`src/rtl/tlb_pkg.sv`:
```
package tlb_pkg;

    localparam int VA_W      = 32;
    localparam int PA_W      = 32;
    localparam int PAGE_BITS = 12;
    localparam int VPN_W     = VA_W - PAGE_BITS;
    localparam int PFN_W     = PA_W - PAGE_BITS;
    localparam int ASID_W    = 8;
    localparam int RINGS     = 4;
    localparam int MAP_W     = RINGS * ASID_W;

    typedef enum logic [1:0] {
        ACC_LOAD  = 2'd0,
        ACC_STORE = 2'd1,
        ACC_FETCH = 2'd2,
        ACC_LOAD2 = 2'd3
    } acc_kind_e;

    typedef struct packed {
        logic [VPN_W-1:0]  vpn;
        logic [ASID_W-1:0] asid;
        logic [PFN_W-1:0]  pfn;
        logic              wr;
        logic              ex;
        logic              ca;
    } tlb_ent_t;

    // Ring 0 is fixed to the kernel ASID; other rings read their map field.
    function automatic logic [ASID_W-1:0] ring_asid(input logic [1:0] ring,
                                                    input logic [MAP_W-1:0] map);
        if (ring == 2'd0)
            return ASID_W'(1);
        return map[ring*ASID_W +: ASID_W];
    endfunction

    function automatic logic perm_ok(input tlb_ent_t e, input acc_kind_e k);
        case (k)
            ACC_STORE: return e.wr;
            ACC_FETCH: return e.ex;
            default:   return 1'b1;
        endcase
    endfunction

endpackage

```
`src/rtl/tlb_slot.sv`:
```
module tlb_slot
    import tlb_pkg::*;
(
    input  logic     clk,
    input  logic     rst,
    input  logic     clr,
    input  logic     ld,
    input  tlb_ent_t ld_data,
    output tlb_ent_t ent
);
    always_ff @(posedge clk) begin
        if (rst)
            ent <= '0;
        else if (clr)
            ent.asid <= '0;
        else if (ld)
            ent <= ld_data;
    end
endmodule

```
`src/rtl/tlb_victim.sv`:
```
module tlb_victim #(
    parameter  int N  = 16,
    localparam int IW = (N > 1) ? $clog2(N) : 1
) (
    input  logic          clk,
    input  logic          rst,
    input  logic          adv,
    output logic [IW-1:0] idx
);
    always_ff @(posedge clk) begin
        if (rst)
            idx <= '0;
        else if (adv)
            idx <= (idx == IW'(N - 1)) ? '0 : idx + 1'b1;
    end
endmodule

```
`src/rtl/tlb_match.sv`:
```
module tlb_match
    import tlb_pkg::*;
#(
    parameter  int N_ENT = 19,
    localparam int CW    = $clog2(N_ENT + 1)
) (
    input  tlb_ent_t [N_ENT-1:0] ents,
    input  logic [VPN_W-1:0]     vpn,
    input  logic [ASID_W-1:0]    asid,
    output logic [N_ENT-1:0]     hits,
    output logic [CW-1:0]        n_hits,
    output tlb_ent_t             sel
);
    for (genvar i = 0; i < N_ENT; i++) begin : g_cmp
        assign hits[i] = (ents[i].asid != '0) && (ents[i].asid == asid)
                         && (ents[i].vpn == vpn);
    end

    always_comb begin
        n_hits = '0;
        sel    = '0;
        for (int i = 0; i < N_ENT; i++) begin
            n_hits = n_hits + CW'(hits[i]);
            sel    = tlb_ent_t'(sel | ({$bits(tlb_ent_t){hits[i]}} & ents[i]));
        end
    end
endmodule

```
`src/rtl/asid_tlb.sv`:
```
module asid_tlb
    import tlb_pkg::*;
#(
    parameter  int N_REFILL = 16,
    parameter  int N_PINNED = 3,
    localparam int N_ENT    = N_REFILL + N_PINNED,
    localparam int IDX_W    = $clog2(N_ENT),
    localparam int PW       = (N_PINNED > 1) ? $clog2(N_PINNED + 1) : 1,
    localparam int VW       = (N_REFILL > 1) ? $clog2(N_REFILL) : 1,
    localparam int CW       = $clog2(N_ENT + 1)
) (
    input  logic              clk,
    input  logic              rst,
    input  logic [VA_W-1:0]   lk_vaddr,
    input  logic [1:0]        lk_ring,
    input  logic [1:0]        lk_kind,
    input  logic [MAP_W-1:0]  ring_asid_map,
    output logic              lk_hit,
    output logic              lk_miss,
    output logic              lk_multi,
    output logic              lk_perm_fault,
    output logic              lk_cacheable,
    output logic [PA_W-1:0]   lk_paddr,
    input  logic [VPN_W-1:0]  wr_vpn,
    input  logic [ASID_W-1:0] wr_asid,
    input  logic [PFN_W-1:0]  wr_pfn,
    input  logic              wr_write,
    input  logic              wr_exec,
    input  logic              wr_cache,
    input  logic              fill_en,
    input  logic              pin_en,
    input  logic [PW-1:0]     pin_way,
    input  logic              inv_en,
    input  logic [IDX_W-1:0]  inv_idx
);
    tlb_ent_t [N_ENT-1:0] ents;
    tlb_ent_t             new_ent;
    tlb_ent_t             sel;
    logic [N_ENT-1:0]     hits;
    logic [CW-1:0]        n_hits;
    logic [VW-1:0]        victim_idx;
    logic [ASID_W-1:0]    cur_asid;

    assign new_ent = '{vpn: wr_vpn, asid: wr_asid, pfn: wr_pfn,
                       wr: wr_write, ex: wr_exec, ca: wr_cache};

    tlb_victim #(.N(N_REFILL)) u_victim (
        .clk (clk),
        .rst (rst),
        .adv (fill_en),
        .idx (victim_idx)
    );

    for (genvar i = 0; i < N_ENT; i++) begin : g_ent
        logic clr_i, ld_i;
        assign clr_i = inv_en && (inv_idx == IDX_W'(i));
        if (i < N_REFILL) begin : g_refill
            assign ld_i = fill_en && (victim_idx == VW'(i));
        end else begin : g_pinned
            assign ld_i = pin_en && (pin_way == PW'(i - N_REFILL));
        end
        tlb_slot u_slot (
            .clk     (clk),
            .rst     (rst),
            .clr     (clr_i),
            .ld      (ld_i),
            .ld_data (new_ent),
            .ent     (ents[i])
        );
    end

    assign cur_asid = ring_asid(lk_ring, ring_asid_map);

    tlb_match #(.N_ENT(N_ENT)) u_match (
        .ents   (ents),
        .vpn    (lk_vaddr[VA_W-1:PAGE_BITS]),
        .asid   (cur_asid),
        .hits   (hits),
        .n_hits (n_hits),
        .sel    (sel)
    );

    always_comb begin
        lk_hit        = (n_hits == CW'(1));
        lk_miss       = (n_hits == '0);
        lk_multi      = !lk_hit && !lk_miss;
        lk_paddr      = lk_hit ? {sel.pfn, lk_vaddr[PAGE_BITS-1:0]} : '0;
        lk_cacheable  = lk_hit && sel.ca;
        lk_perm_fault = lk_hit && !perm_ok(sel, acc_kind_e'(lk_kind));
    end
endmodule

```
`config.mk`:
```
export PLATFORM = sky130hd
export DESIGN_NAME = asid_tlb
export DESIGN_NICKNAME = d
export VERILOG_FILES = /design/src/rtl/tlb_pkg.sv /design/src/rtl/tlb_slot.sv /design/src/rtl/tlb_victim.sv /design/src/rtl/tlb_match.sv /design/src/rtl/asid_tlb.sv
export SDC_FILE = /design/constraint.sdc
export NUM_CORES = 2
export LEC_CHECK = 0
export ABC_AREA = 1
export BUFFER_PORTS_ARGS = -buffer_cell sky130_fd_sc_hd__buf_2
export CAP_MARGIN = 20
export CORE_AREA = 2 2 296 298
export CTS_BUF_LIST = sky130_fd_sc_hd__clkbuf_8
export DETAILED_ROUTE_END_ITERATION = 6
export DIE_AREA = 0 0 298 300
export PLACE_DENSITY = 0.75
export SYNTH_ARGS = -nofsm -noshare
export SYNTH_HDL_FRONTEND = slang
export SYNTH_SLANG_ARGS = --single-unit
```
`constraint.sdc`:
```
create_clock -name clk -period 5.5 [get_ports clk]
set_input_delay 0.275 -clock clk [delete_from_list [all_inputs] [get_ports clk]]
set_output_delay 0.275 -clock clk [all_outputs]
set_load 0.01 [all_outputs]
```
==> flow_summary_export.csv <==
group,metric,value,unit
outcome,outcome,"complete, but fails checks",
outcome,violations,"DRC, setup timing",
floorplan,die_area,0.0894,mm2
run,drv_cap,0,
layout,nNetsFinal,7530,
placed_design,hpwlAfterDp,115,mm
synth,yosysUniqueCellTypes,42,
floorplan,row_count,108,
cts,cts.clk_slew.worst_paths,0.06,ns
worst_setup_path,startpoint,"g_ent[2].u_slot.ent[37]",
routing,drcViolationCount,3,
sta,finalSetupViolations,37,
floorplan,io_pins,168,
sta,slew_headroom,22.3,%
worst_setup_path,cp-start-kind,"register",
synth,synth_xor_area_share,4.60,%
floorplan,initial_core_util,54.8,%
worst_setup_path,rr_endpoint,"g_ent[4].u_slot.ent[1]",
placed_design,port_buffers,166,
synth,synth-simple-area-share,31.4,%
sta,grt_setup_unrepaired,"yes",
routing,drt_iter0_markers,6572,
sta,worst_slack,-1.33,ns
routing,ant_nets,0,
placed_design,dpl-instance-area,0.0501,mm2
cts,clkLatencyLatePin,0.87,ns
floorplan,dieHeight,300,um
sta,min_period_over_period,124,%
floorplan,core,0.0862,mm2
cts,cts_tree,"done",
routing,firstDrtPassIters,7,
grt,antenna_found_initial,16,
floorplan,fp.dieW,298,um
layout,mostFrequentLayoutCells,"nor2_1 (1818), nand2_1 (1278), o21ai_0 (964), dfxtp_1 (957), inv_1 (442)",
worst_setup_path,rrSetupSlack,1.83,ns
layout,post-route-util,63.5,%
layout,multiInputGateArea,0.0243,mm2
worst_setup_path,worstSetupPathType,"reg2out",
sta,finClkSkew,0.0370,ns
worst_setup_path,end_kind,"output port",
synth,syn_nets,7289,
synth,synthAdderAreaFrac,0.816,%
cts,cts-buffers-inserted,165,
power_and_ir_drop,power,15800,uW
synth,synth_compound_area_share,13.7,%
grt,grt_pass1_wl,281,mm
worst_setup_path,cpPeakStageDelay,0.59,ns
worst_setup_path,r2r_cells,10,
layout,layout_commonest_cell,"nor2_1",
synth,syn_area,0.0472,mm2
synth,avgSynthCellArea,6.62,um2
routing,num_vias,49700,
worst_setup_path,crit_buf_inv,6,
layout,final.fill_count,7910,
grt,grt_max_degree,245,
power_and_ir_drop,power.density,288,mW/mm2
layout,seq_area,0.0195,mm2
worst_setup_path,cp.required,5.22,ns
worst_setup_path,crit_end,"lk_paddr[22]",
grt,grt_usage,41.5,%
hold_path,hold_path.class,"in2reg",
worst_setup_path,crit_top_cell,"fa_2",
sta,worstMarginPinSlew,1.16,ns
sta,setup_tns,-47.33,ns
cts,cts_buffer_depth,3,
power_and_ir_drop,peakVddDrop,0.000248,V
routing,vias_per_cell,5.73,
sta,final.min_clock_period,6.83,ns
grt,grt_pass1_vias,45800,
synth,synth_top_family_by_area,"simple AND/OR/NAND/NOR gates",
sta,fmax,147,MHz
layout,drive_gt1_share,12.8,%
layout,area_growth,15.9,%
worst_setup_path,r2r_start,"u_victim.idx[1]",
sta,drv_slew,0,
synth,yosysSeqAreaShare,41.3,%
placed_design,post-place-ws,-0.934,ns
synth,syn_inst,7135,
worst_setup_path,cpLargestDelayFamily,"adder cells",
routing,wl_per_cell,21.9,um
grt,globalRouteOverflowTotal,0,
synth,ys_ff_latch,973,
cts,cts_root_buffer,"clkbuf_8",
routing,routed_wl,191,mm
worst_setup_path,crit_chain,"xor2_1 -> nor2_1 -> nand3_1 -> nor2_1 -> nand3_4 -> nor2_4 -> nand2_2 -> fa_2 -> fa_2 -> fa_1 -> fa_1 -> fa_1 -> inv_2 -> fa_2 -> inv_2 -> fa_2 -> inv_2 -> nor2_4 -> nand3_4 -> buf_12 -> buf_12 -> nor2_2 -> buf_2",
layout,final_area,0.0547,mm2
worst_setup_path,critical_path.max_fanout,6,
hold_path,holdPathStages,4,
power_and_ir_drop,p_leak,0.0227,uW
synth,synthMuxAreaShare,0.0212,%
cts,htree_levels,4,
cts,clock_sinks,973,
placed_design,place_congestion,0.988,
sta,hold_viol,0,
worst_setup_path,path_depth,23,
worst_setup_path,cp.arrival,6.55,ns
worst_setup_path,cp_slowest_cell,"fa_2",
synth,yosys_warnings,0,
[per-layer routing]
layer  vias up  global-route usage, %  wire length (um)
li1      23100                      -                 -
met1     22500                   51.1             69500
met2      3284                   63.1             81400
met3       853                   11.0             24700
met4        12                   29.8             14900
met5         -                      0                78
[power by group]
part	internal, uW	switching [uW]	leakage, uW	total [uW]
clock network	3540	3140	0.00198	6680
registers	7200	88.1	0.00788	7290
logic	561	1220	0.0129	1780
[stage by stage]
stage	hold WS [ns]	instances
finish	0.100	8683
CTS	0.0490	8666
global route	0.101	8672
detailed placement	0.446	8288
floorplan	0.353	7135
global placement	0.437	8285
[layout make-up]
class                      instances  share of cell area (%)
clock inverter                    97                   0.990
inverter                         420                    2.91
tap                             1155                    2.64
sequential                       973                    35.6
multi-input combinational       5242                    44.5
antenna                           15                  0.0686
clock buffer                     207                    5.21
timing repair buffer             574                    8.06
[worst min-delay path, cell delays in order]
cell and delay, ns:
buf_2 0.11, nand3_1 0.17, nand2_1 0.28, a21oi_1 0.06
[cells in the mapped netlist, drive strengths merged]
cell	n	area share, %
a211oi	2	0.032
a21oi	318	3.4
and2	2	0.034
and3	1	0.013
buf	194	2.4
clkbuf	306	2.4
clkinv	11	0.087
dfxtp	973	41
fa	13	0.55
ha	10	0.27
inv	409	3.3
mux2i	1	0.021
nand2	1325	11
nand2b	3	0.040
nand3	285	3.1
nand3b	26	0.41
nand4	111	1.5
nor2	1884	15
nor3	19	0.20
nor3b	1	0.016
nor4	1	0.013
o21ai	972	10
o21bai	1	0.016
or2	20	0.27
xnor2	139	2.6
xor2	108	2.0
[sequential cells by signal, summed over array words and instances (netlist names)]
signal	count
u_victim.idx	4
g_ent.u_slot.ent	969
[logic make-up (layout without fill, tap and decap cells)]
logic type,after synthesis,count (layout)
and+or+nand+nor,3678,3678
AOI/OAI and AO/OA,1293,1293
DFF,973,973
buffers and inverters,920,1298
xor gates and xnor gates,247,247
adders and majority gates,23,23
muxes,1,1
other,0,15
[worst min-delay path by stage]
stage / slack (ns) / end / startpoint
final: 0.10 / g_ent[17].u_slot.ent[26] / inv_idx[0]
after global routing: 0.10 / g_ent[17].u_slot.ent[26] / inv_idx[0]
after CTS: 0.05 / g_ent[17].u_slot.ent[26] / inv_idx[0]
after detailed placement: 0.45 / g_ent[3].u_slot.ent[16] / g_ent[3].u_slot.ent[16]
after global placement: 0.44 / g_ent[5].u_slot.ent[1] / g_ent[5].u_slot.ent[1]
after floorplan: 0.35 / u_victim.idx[0] / rst
[what timing repair did]
item	CTS	global route
setup endpoints to repair	37	37
resized for setup	58	55
setup buffers	9	2
gates cloned	3	0
endpoints found under the hold margin	862	0
hold buffers	62	0
pin swaps	27	27
No activity file was read; power rests on OpenSTA's default activity.
